**src/rtl/port_irq_pkg.sv**
```systemverilog
package port_irq_pkg;
  localparam int EVT_W     = 12;
  localparam int DATA_W    = 32;
  localparam int RAW_LSB   = 16;
  localparam int STEER_W   = 2;
  localparam int STEER_LSB = DATA_W - STEER_W;
  localparam logic [EVT_W-1:0] IMPL_MASK = 12'h87F;

  // Status word: masked view in the low field, raw view shifted up.
  function automatic logic [DATA_W-1:0] pack_status(logic [EVT_W-1:0] raw,
                                                    logic [EVT_W-1:0] en);
    logic [DATA_W-1:0] w;
    w = '0;
    w[RAW_LSB +: EVT_W] = raw;
    w[EVT_W-1:0]        = raw & en;
    return w;
  endfunction

  // Enable word: enable bits low, steering field at the top.
  function automatic logic [DATA_W-1:0] pack_enable(logic [EVT_W-1:0] en,
                                                    logic [STEER_W-1:0] steer);
    logic [DATA_W-1:0] w;
    w = '0;
    w[EVT_W-1:0]             = en;
    w[STEER_LSB +: STEER_W]  = steer;
    return w;
  endfunction
endpackage

```
**src/rtl/port_irq_event_latch.sv**
```systemverilog
module port_irq_event_latch
  import port_irq_pkg::*;
(
  input  logic             clk,
  input  logic             rst_n,
  input  logic [EVT_W-1:0] pulse,
  input  logic [EVT_W-1:0] clr,
  output logic [EVT_W-1:0] raw_q
);
  for (genvar i = 0; i < EVT_W; i++) begin : g_bit
    if (IMPL_MASK[i]) begin : g_impl
      logic q;
      always_ff @(posedge clk) begin
        if (!rst_n) q <= 1'b0;
        else        q <= (q & ~clr[i]) | pulse[i];
      end
      assign raw_q[i] = q;

      assert_evt_sets_R2: assert property (@(posedge clk) disable iff (!rst_n)
        pulse[i] |=> raw_q[i]);
      assert_clr_drops_R7: assert property (@(posedge clk) disable iff (!rst_n)
        (clr[i] && !pulse[i]) |=> !raw_q[i]);
      assert_set_beats_clr_R8: assert property (@(posedge clk) disable iff (!rst_n)
        (clr[i] && pulse[i]) |=> raw_q[i]);
      assert_hold_R2: assert property (@(posedge clk) disable iff (!rst_n)
        (!clr[i] && !pulse[i]) |=> $stable(raw_q[i]));
    end else begin : g_rsvd
      assign raw_q[i] = 1'b0;
    end
  end

  logic unused_rsvd_inputs;
  assign unused_rsvd_inputs = ^(pulse & ~IMPL_MASK) ^ ^(clr & ~IMPL_MASK);
endmodule

```
**src/rtl/port_irq_enable_bank.sv**
```systemverilog
module port_irq_enable_bank
  import port_irq_pkg::*;
(
  input  logic               clk,
  input  logic               rst_n,
  input  logic               set_wr,
  input  logic               clr_wr,
  input  logic [EVT_W-1:0]   en_bits,
  input  logic [STEER_W-1:0] steer_bits,
  output logic [EVT_W-1:0]   en_q,
  output logic [STEER_W-1:0] steer_q
);
  logic [EVT_W-1:0]   en_d;
  logic [STEER_W-1:0] steer_d;

  always_comb begin
    en_d    = en_q;
    steer_d = steer_q;
    if (set_wr) begin
      en_d    = en_q | (en_bits & IMPL_MASK);
      steer_d = steer_q | steer_bits;
    end else if (clr_wr) begin
      en_d    = en_q & ~en_bits;
      steer_d = steer_q & ~steer_bits;
    end
  end

  always_ff @(posedge clk) begin
    if (!rst_n) begin
      en_q    <= '0;
      steer_q <= '0;
    end else begin
      en_q    <= en_d;
      steer_q <= steer_d;
    end
  end

  assert_set_takes_R5: assert property (@(posedge clk) disable iff (!rst_n)
    set_wr |=> ((en_q & ($past(en_bits) & IMPL_MASK)) == ($past(en_bits) & IMPL_MASK)));
  assert_set_keeps_R5: assert property (@(posedge clk) disable iff (!rst_n)
    set_wr |=> ((en_q & $past(en_q)) == $past(en_q)));
  assert_clr_takes_R6: assert property (@(posedge clk) disable iff (!rst_n)
    clr_wr |=> ((en_q & $past(en_bits)) == '0) && ((steer_q & $past(steer_bits)) == '0));
  assert_idle_stable_R10: assert property (@(posedge clk) disable iff (!rst_n)
    (!set_wr && !clr_wr) |=> ($stable(en_q) && $stable(steer_q)));
endmodule

```
**src/rtl/port_irq_read_mux.sv**
```systemverilog
module port_irq_read_mux
  import port_irq_pkg::*;
(
  input  logic               hit_stat,
  input  logic               hit_en,
  input  logic [EVT_W-1:0]   raw_q,
  input  logic [EVT_W-1:0]   en_q,
  input  logic [STEER_W-1:0] steer_q,
  output logic [DATA_W-1:0]  rdata
);
  always_comb begin
    rdata = '0;
    if (hit_stat)    rdata = pack_status(raw_q, en_q);
    else if (hit_en) rdata = pack_enable(en_q, steer_q);
  end
endmodule

```
**src/rtl/port_irq_unit.sv**
```systemverilog
module port_irq_unit
  import port_irq_pkg::*;
#(
  parameter int ADDR_W = 13,
  parameter logic [ADDR_W-1:0] STAT_OFS  = 13'h1008,
  parameter logic [ADDR_W-1:0] ENSET_OFS = 13'h1010,
  parameter logic [ADDR_W-1:0] ENCLR_OFS = 13'h1014
) (
  input  logic              clk,
  input  logic              rst_n,
  input  logic [EVT_W-1:0]  evt_pulse,
  input  logic              bus_wr,
  input  logic [ADDR_W-1:0] bus_addr,
  input  logic [DATA_W-1:0] bus_wdata,
  output logic [DATA_W-1:0] bus_rdata,
  output logic              irq_o
);
  localparam int HALF_W = DATA_W / 2;

  // Named decode events.
  logic hit_stat, hit_set, hit_clr;
  logic wr_stat, wr_set, wr_clr;
  assign hit_stat = (bus_addr == STAT_OFS);
  assign hit_set  = (bus_addr == ENSET_OFS);
  assign hit_clr  = (bus_addr == ENCLR_OFS);
  assign wr_stat  = bus_wr && hit_stat;
  assign wr_set   = bus_wr && hit_set;
  assign wr_clr   = bus_wr && hit_clr;

  // A one in either half of a status write clears the event.
  logic [HALF_W-1:0] wd_fold;
  logic [EVT_W-1:0]  stat_clr;
  assign wd_fold  = bus_wdata[HALF_W-1:0] | bus_wdata[DATA_W-1:HALF_W];
  assign stat_clr = wr_stat ? wd_fold[EVT_W-1:0] : '0;

  logic unused_fold_bits;
  assign unused_fold_bits = ^wd_fold[HALF_W-1:EVT_W];

  logic [EVT_W-1:0]   raw_q, en_q;
  logic [STEER_W-1:0] steer_q;

  port_irq_event_latch u_latch (
    .clk   (clk),
    .rst_n (rst_n),
    .pulse (evt_pulse),
    .clr   (stat_clr),
    .raw_q (raw_q)
  );

  port_irq_enable_bank u_enable (
    .clk        (clk),
    .rst_n      (rst_n),
    .set_wr     (wr_set),
    .clr_wr     (wr_clr),
    .en_bits    (bus_wdata[EVT_W-1:0]),
    .steer_bits (bus_wdata[STEER_LSB +: STEER_W]),
    .en_q       (en_q),
    .steer_q    (steer_q)
  );

  port_irq_read_mux u_rmux (
    .hit_stat (hit_stat),
    .hit_en   (hit_set || hit_clr),
    .raw_q    (raw_q),
    .en_q     (en_q),
    .steer_q  (steer_q),
    .rdata    (bus_rdata)
  );

  assign irq_o = |(raw_q & en_q);

  assert_irq_needs_event_R9: assert property (@(posedge clk) disable iff (!rst_n)
    irq_o |-> (raw_q != '0) && (en_q != '0));
  assert_clear_all_R7: assert property (@(posedge clk) disable iff (!rst_n)
    (wr_stat && bus_wdata == 32'h0fff0fff && evt_pulse == '0) |=> (raw_q == '0) && !irq_o);
  assert_reset_quiet_R1: assert property (@(posedge clk)
    $past(!rst_n) |-> (raw_q == '0) && (en_q == '0) && (steer_q == '0));
endmodule

```
**config.mk**
```make
export PLATFORM = sky130hd
export DESIGN_NAME = port_irq_unit
export DESIGN_NICKNAME = d
export VERILOG_FILES = /design/src/rtl/port_irq_pkg.sv /design/src/rtl/port_irq_event_latch.sv /design/src/rtl/port_irq_enable_bank.sv /design/src/rtl/port_irq_read_mux.sv /design/src/rtl/port_irq_unit.sv
export SDC_FILE = /design/constraint.sdc
export NUM_CORES = 1
export LEC_CHECK = 0
export BUFFER_PORTS_ARGS = -buffer_cell sky130_fd_sc_hd__buf_2
export CELL_PAD_IN_SITES_DETAIL_PLACEMENT = 1
export CELL_PAD_IN_SITES_GLOBAL_PLACEMENT = 1
export CORE_MARGIN = 2
export CORE_UTILIZATION = 27
export DETAILED_ROUTE_END_ITERATION = 16
export MAX_ROUTING_LAYER = met4
export PLACE_DENSITY = 0.76
export SLEW_MARGIN = 15
export SYNTH_ARGS = -nofsm -noshare
export SYNTH_HDL_FRONTEND = slang
export SYNTH_HIERARCHICAL = 1
export SYNTH_SLANG_ARGS = --single-unit
```
**constraint.sdc**
```tcl
create_clock -name clk -period 2 [get_ports clk]
set_clock_uncertainty 0.15 [all_clocks]
set_input_delay 0.4 -clock clk [delete_from_list [all_inputs] [get_ports clk]]
set_output_delay 0.4 -clock clk [all_outputs]
set_load 0.02 [all_outputs]
```
Word level (Yosys, flattened, before mapping)
Index checks and enable logic that the tools add are counted.
- output and inout port bits: 33
- word-level logic and storage cells: 58
- register bits after elaboration: 22
- bitwise operators: 32
- reduce and logical (&&, ||, !) cells: 6
- equality and inequality tests: 3
- multiplexer cells: 7
- operators with widths (cell ; number):
    32-bit two-way mux ; 2
    13-bit equality test (second input constant) ; 3
    12-bit two-way mux ; 3
    12-bit AND ; 2
    12-bit OR ; 2
    12-bit inverter ; 1
    12-bit OR reduction ; 1
    1-bit AND ; 8
    1-bit inverter ; 8
    1-bit OR ; 8
    2-bit two-way mux ; 2
    1-bit logical AND ; 3
    2-bit AND ; 1
    2-bit inverter ; 1
    2-bit OR ; 1
    2-bit nonzero test ; 1
    1-bit logical OR ; 1

Depth between registers and ports, before layout
Gate-level depths: netlist of the first run.
- depth after elaboration: 6
- gate-level depth with buffers: 7
- depth with buffers taken out: 5

By module
Netlist of the first run, hierarchy kept.
- by module, submodules not included (module ; cells an instance ; area each (um^2) ; instances):
    port_irq_enable_bank ; 57 ; 545.5 ; 1
    port_irq_event_latch ; 38 ; 431.7 ; 1
    port_irq_unit ; 45 ; 322.8 ; 1
    port_irq_read_mux ; 50 ; 310.3 ; 1

Least setup slack after synthesis of the first run
Ideal clock, no wire load.
- path kind: input to output
- from: input bus_addr[5]
- to: output bus_rdata[0]
- setup slack: -0.405 ns
- data arrival time: 1.855 ns
- cell stages on the path: 6
- cells stage by stage: nor4_2 > nand3_2 > buf_6 > nor2_1 > nand2_1 > a21boi_0
- elaborated cells between the ends (all ways): 6
- those cells by class: 3 x eq/ne; 2 x mux; 1 x reduce/logical
- RTL lines (what ; RTL line ; source):
    start: declaration ; port_irq_unit.sv:13 ; input logic [ADDR_W-1:0] bus_addr,
    13-bit equality test ; port_irq_unit.sv:23 ; assign hit_stat = (bus_addr == STAT_OFS);
    via hit_stat ; port_irq_unit.sv:21 ; logic hit_stat, hit_set, hit_clr;
    32-bit two-way mux ; port_irq_read_mux.sv:13 ; if (hit_stat) rdata = pack_status(raw_q, en_q);
    end: declaration ; port_irq_unit.sv:15 ; output logic [DATA_W-1:0] bus_rdata,
The timed path passes the listed nets, and every way through them passes these cells.

Worst setup path after layout of the first run
- from: input bus_addr[10]
- to: output bus_rdata[8]
- longest elaborated chain between the ends: 4
- elaborated cells between the ends (all ways): 6
- those cells by class: 3 x eq/ne; 2 x mux; 1 x reduce/logical
- ends and longest elaborated chain (what ; RTL line ; source):
    13-bit equality test, on equally long branches ; port_irq_unit.sv:24, port_irq_unit.sv:25 ;
    1-bit logical OR ; port_irq_unit.sv:63 ; .hit_en (hit_set || hit_clr),
    32-bit two-way mux ; port_irq_read_mux.sv:14 ; else if (hit_en) rdata = pack_enable(en_q, steer_q);
    32-bit two-way mux * ; port_irq_read_mux.sv:13 ;
Every way passes the cells marked *; elsewhere a longest branch is shown, timed or not.

==> results.md, run 1 <==
- Along the worst path, the maximum fanout reaches 6.
- The via count of the first global-routing pass is 1541.
- The kind of critical path is in -> out.
- In the final layout, the share of cells above drive strength 1 is 57.9%.
- The clock latency reported for the late side of the worst-skew pair is 260 ps.
- The launching element type of the critical path is an input port.
- The worst slew margin relative to its limit is 65.7%.
- The clock tree buffer depth is 2.
- The tool flagged a number of max-cap violations equal to 0.
- Hold repair after CTS inserted 0 buffers.
- The HPWL reported at the end of detailed placement is 3560 um.
- The net count of the finished layout is 316.
- After detailed routing, the number of remaining DRC violations is 0.
- The final non-filler cell total is 326.
- The floorplan step defined a die boundary enclosing 6380 sq um.
- After layout, the minimum clock period comes to 2280 ps.
- Counting tap cells, the placed design contains a total of 315 instances.
- The number of pins with negative max-slew slack in the final report is 0.
- The maximum resistive drop on vdd is 0.211 mV.
- The routed wire length per instance is 14.9 um.
- The final hold violation count was 0.
- The number of diodes is 0.
- The maximum level of the CTS H-tree is 1.
- The maximum number of pins on one net before global-route repair is 33.
- The analysis attributes to cell leakage a power of 1.13 nW.
- The power per unit of standard cell area is 358 nW/um^2.
- The core footprint is 5540 sq um.
- Once detail routing completed, the nets flagged for antenna violations numbered 0.
- The initial core utilization is 28.1%.
- The first routing iteration left 49 violations.
- For the pin with the worst max-slew slack, the measured transition is 515 ps.
- The via count of the routed design is 1478.
- Data on the critical path is required at its endpoint by 1450 ps.
- TritonCTS created 3 clock buffers.
- From bottom edge to top edge, the die measures 79.9 um.
- The path class of the lowest-slack min-delay path is in -> reg.
- Global routing consumed, over all layers together, 15.8% of the routing resources.
- The first detailed-routing pass took 4 iterations.
- The cell area after synthesis is 1560 sq um.
- The final total negative setup slack is -6660 ps.
- The number of antenna violations at the first check in global routing is 0.
- For this block, the routed nets add up to 4870 um of wire.
- The layout overhead on the synthesized area is 58.5%.
- The per-instance average area after synthesis is 8.55 sq um.
- The setup-violating endpoint count in the final report is 36.
- The final period utilization is 114%.
- The capturing element type of the critical path is an output pin.
- The run finished, with violations left.
- During I/O placement, the number of pins put on the boundary was 93.
- Synthesis produced 182 cells.
- The per-cell via count in the routed design is 4.53.
- The slack of the critical path is -283 ps.
- The synthesis warning total is 6.
- Counting the fill cells in the layout gives 670.
- The row count is 27.
- The first-pass GRT wire length is 7620 um.
- Clock tree synthesis found a total of 22 sinks.
- In this run the horizontal extent of the chip is 79.9 um.
- The CTS root buffer is sky130_fd_sc_hd__clkbuf_8.
- At the end of routability-driven placement, the weighted congestion stood at 0.831.
- After global routing the overflow that remains totals 0.
- Based on the critical path, the design can be clocked at up to 438 MHz.
- The final reports fail on setup timing.
- The worst hold slack is 159 ps.
- The clock tree from TritonCTS is done.
- The count of buffers from port buffering is 68.
- At the worst endpoint, the arrival time is 1730 ps.
- The clock-pin slew of the registers on the worst-case setup and hold paths is 80 ps.
- Setup repair after global routing could not meet its margin everywhere.
[critical path, cell delays in order]
cell and delay [ps]:
sky130_fd_sc_hd__buf_6 100, sky130_fd_sc_hd__nor4b_4 310, sky130_fd_sc_hd__nand3_4 140, sky130_fd_sc_hd__nor3b_4 230, sky130_fd_sc_hd__nand2b_4 120, sky130_fd_sc_hd__buf_16 170
sky130_fd_sc_hd__a21boi_4 130, sky130_fd_sc_hd__buf_6 130
[power breakdown]
part	switching [mW]	internal (mW)
Clock	0.138	0.134
Sequential	0.0166	0.449
Combinational	0.0708	0.0726
Total	0.225	0.656
[worst paths after layout]
path	startpoint	endpoint	slack, ps	depth (start not counted)
max	bus_addr[10]	bus_rdata[8]	-280	8
min	bus_wdata[7]	u_enable/en_q[7]	160	2
max reg2reg	u_latch/g_bit[2].g_impl.q	u_latch/g_bit[2].g_impl.q	980	3
min reg2reg	u_enable/en_q[10]	u_enable/en_q[10]	310	2
[layout make-up]
class | instances | area, sq um | area share, %
sequential | 22 | 440 | 17.9
inverter | 14 | 52.6 | 2.13
timing repair buffer | 88 | 723 | 29.3
clock buffer | 3 | 41.3 | 1.68
multi-input combinational | 127 | 1120 | 45.3
tap | 72 | 90.1 | 3.65
[routing by layer]
| layer | track usage [%] | up-vias | wire length [um] |
|---|---|---|---|
| li1 | - | 741 | - |
| met1 | 20.8 | 689 | 2290 |
| met2 | 25.9 | 42 | 2420 |
| met3 | 1.58 | 6 | 98 |
| met4 | 4.58 | 0 | 66 |
| met5 | - | - | 0 |
[layout by cell type (no fill, tap or decap), types with 5 or more instances in the layout]
master	count
sky130_fd_sc_hd__and3_1	10
sky130_fd_sc_hd__buf_2	42
sky130_fd_sc_hd__dfxtp_1	22
sky130_fd_sc_hd__nand2_1	20
sky130_fd_sc_hd__buf_6	26
sky130_fd_sc_hd__buf_4	15
sky130_fd_sc_hd__inv_1	6
sky130_fd_sc_hd__a31o_2	5
sky130_fd_sc_hd__a31o_1	5
sky130_fd_sc_hd__nor2b_4	8
sky130_fd_sc_hd__o21a_1	8
sky130_fd_sc_hd__inv_2	8
sky130_fd_sc_hd__nor2_1	10
sky130_fd_sc_hd__conb_1	10
sky130_fd_sc_hd__a21boi_4	10
[metrics by stage]
stage / power, mW / cell area (sq um) / setup slack (ps) / util, %
after global routing: 0.927 / 2460 / -363 / 44.5
after detailed placement: 0.604 / 2060 / -379 / 37.2
after global placement: 0.602 / 2060 / -351 / 37.2
final: 0.881 / 2460 / -283 / 44.5
after floorplan: 0.562 / 1740 / -140 / -
after CTS: 0.884 / 2360 / -318 / 42.6
[repair_timing]
item	in CTS	in global routing
cloned	2	1
pin swaps	11	5
gates resized for setup	60	11
buffers inserted	3	2
setup endpoints to repair	32	37
(Power assumes the default switching activity.)
==> run 2: changes to the inputs <==
Settings changed: RECOVER_POWER set to 100, REMOVE_ABC_BUFFERS set to 1, SETUP_SLACK_MARGIN set to 0.02.
==> results.md, run 2 (synthesis results as in run 1) <==
- The finished layout holds 334 standard cells, fillers aside.
- In this run the worst path has a maximum fanout of 7.
- The clock latency reported for the late side of the worst-skew pair is 260 ps.
- After detailed routing, the number of remaining DRC violations is 0.
- The final wirelength is 4570 um.
- In this run switching power makes up 22.3% of total power.
- The violation count after the first detailed-route iteration is 30.
- The overall fraction of global-route tracks in use is 15.5%.
- The number of antenna violations at the first check in global routing is 0.
- The most common cell after layout, fill and taps aside is sky130_fd_sc_hd__buf_2.
- The via count of the first global-routing pass came to 1616.
- The count of buffers from port buffering is 68.
- The initial utilization of the core area, before any placement, comes to 28.1%.
- The data required time of the worst path is 1450 ps.
- In this run the vertical extent of the chip is 79.9 um.
- STA classifies the critical path startpoint as an input port.
- After layout, the worst setup slack is -266 ps.
- The combinational group share of total power is 13.1%.
- The final hold violation count was 0.
- The worst hold slack is 146 ps.
- The per-cell via count in the routed design is 4.55.
- Dividing the detail-routed wire length by the instance count gives 13.7 um.
- The maximum level of the CTS H-tree is 1.
- For flop-to-flop paths, the worst setup slack is 1110 ps.
- Entering global routing, the biggest net connects 33 pins.
- The number of diodes is 0.
- The final period utilization is 113%.
- The slew of the pin with the lowest slew margin is 521 ps.
- The total iterations of the first detailed-routing run is 3.
- In this run the worst hold path is classified as in -> reg.
- The number of ports placed on the die boundary is 93.
- Setup repair after global routing could not meet its margin everywhere.
- Power spread over the standard cell area amounts to 426 nW/um^2.
- Detailed placement finished with a half-perimeter wire length of 3360 um.
- Summed over all cells, the static leakage comes to 1.11 nW.
- Headroom to the max-slew limit came out at 65.3%.
- The final core utilization is 42.9%.
- The final net count is 323.
- The capturing element type of the critical path is an output pin.
- The clock passes through at most 2 buffers.
- Max-cap violations in this run came to 0.
- The number of instances in the placed design is 318.
- The highest clock rate is 441 MHz.
- The run finished, with violations left.
- The core footprint is 5540 sq um.
- For this design, the sink count on the clock tree is 22.
- Across the VDD grid, the largest voltage drop is 0.398 mV.
- Counting the buffers created by CTS gives 3.
- The via count of the routed design is 1520.
- For the finished layout, the period the worst path requires is 2270 ps.
- Internal power comes to 0.787 mW.
- The post-layout total power is 1.01 mW.
- The die is 79.9 um wide.
- In this run the remaining antenna-violating nets after routing total 0.
- The final reports fail on setup timing.
- The row count is 27.
- The signal arrival time at the worst endpoint is 1720 ps.
- The worst hold path startpoint is bus_wdata[9].
- The setup-violating endpoint count in the final report is 36.
- The sequential power share is 45.6%.
- The final global-route overflow total is 0.
- The worst register-to-register path begins at u_latch/g_bit[11].g_impl.q.
- Routability-driven placement finished with a final weighted congestion of 0.707.
- The critical path in this run is classified as in -> out.
- For this design, the CTS-stage hold fixing added 0 buffers.
- The first-pass GRT wire length is 7530 um.
- The net switching power is 0.226 mW.
- The part of the power in the clock network is 41.3%.
- The cell sitting at the root of the clock tree is a sky130_fd_sc_hd__clkbuf_8.
- The final total negative setup slack is -5760 ps.
- The clock tree from TritonCTS is done.
- The clock-pin slew of the registers on the worst-case setup and hold paths is 80 ps.
- The number of pins with negative max-slew slack in the final report is 0.
- The top cell types in the final layout, fill and taps aside, are sky130_fd_sc_hd__buf_2, sky130_fd_sc_hd__buf_4, sky130_fd_sc_hd__nand2_1, sky130_fd_sc_hd__buf_6, sky130_fd_sc_hd__dfxtp_1.
- The floorplan step defined a die boundary enclosing 6380 sq um.
- The origin of the worst setup path is bus_addr[11].
- The share of post-route cells with drive strength above 1 is 60.7%.
- The area growth from synthesis to layout is 52.8%.
[run 2: cell types whose count changed in the layout (fill, tap and decap cells not counted), moves of 2 or more]
cell	delta
sky130_fd_sc_hd__a21boi_2	+10
sky130_fd_sc_hd__a21boi_4	-10
sky130_fd_sc_hd__buf_4	+14
sky130_fd_sc_hd__buf_6	-6
sky130_fd_sc_hd__dfxtp_1	-2
sky130_fd_sc_hd__dfxtp_2	+2
sky130_fd_sc_hd__inv_1	+3
sky130_fd_sc_hd__inv_2	-3
sky130_fd_sc_hd__nand2_2	+7
sky130_fd_sc_hd__nand2_4	-4
sky130_fd_sc_hd__nand2_8	-3
sky130_fd_sc_hd__nor3_1	-2
sky130_fd_sc_hd__nor3_2	+2
[run 2: power groups by stage]
stage | registers [mW] | clock network (mW) | logic [mW]
finish | 0.461 | 0.418 | 0.133
global route | 0.463 | 0.459 | 0.147
CTS | 0.461 | 0.436 | 0.133
detailed placement | 0.469 | 0 | 0.125
global placement | 0.468 | 0 | 0.121
floorplan | 0.466 | 0 | 0.0499
[run 2: path summary, 6_finish.rpt]
kind / end / depth (start not counted)
worst max-delay path: bus_rdata[7] / 8
worst min-delay path: u_enable/en_q[9] / 2
worst max register to register: u_latch/g_bit[11].g_impl.q / 2
worst min register to register: u_enable/en_q[8] / 2
[run 2: critical path, cell delays in order]
cell,delay (ps)
sky130_fd_sc_hd__buf_2,110
sky130_fd_sc_hd__nor4b_4,250
sky130_fd_sc_hd__nand3_2,170
sky130_fd_sc_hd__nor3b_2,180
sky130_fd_sc_hd__buf_4,170
sky130_fd_sc_hd__nand2b_4,140
sky130_fd_sc_hd__a21boi_2,170
sky130_fd_sc_hd__buf_6,130
[run 2: per-stage QoR]
| stage | setup slack [ps] | cell area (sq um) |
|---|---|---|
| 2_1_floorplan | -662 | 1370 |
| 3_3_place_gp | -394 | 1920 |
| 3_5_place_dp | -440 | 1920 |
| 4_1_cts | -273 | 2300 |
| 5_1_grt | -357 | 2380 |
| 6_report | -266 | 2380 |
[run 2: repair_timing]
item	in CTS	in global routing
pin swaps	7	9
endpoints found under the setup margin	27	39
setup buffers	8	4
gates resized for setup	67	18
gates cloned	1	0
[run 2: routing by layer]
metal	GRT usage (%)	up-vias	routed length [um]
li1	-	751	-
met1	18.6	723	1970
met2	28.0	44	2360
met3	2.94	2	221
met4	1.53	0	20
met5	-	-	0
[run 2: layout make-up]
class                           count  area, sq um
Clock inverter                      1         30.0
Clock buffer                        3         41.3
Inverter                           14         52.6
Timing Repair Buffer               94          708
Tap cell                           72         90.1
Sequential cell                    22          443
Multi-Input combinational cell    128         1010
Fill cell                         682         3160
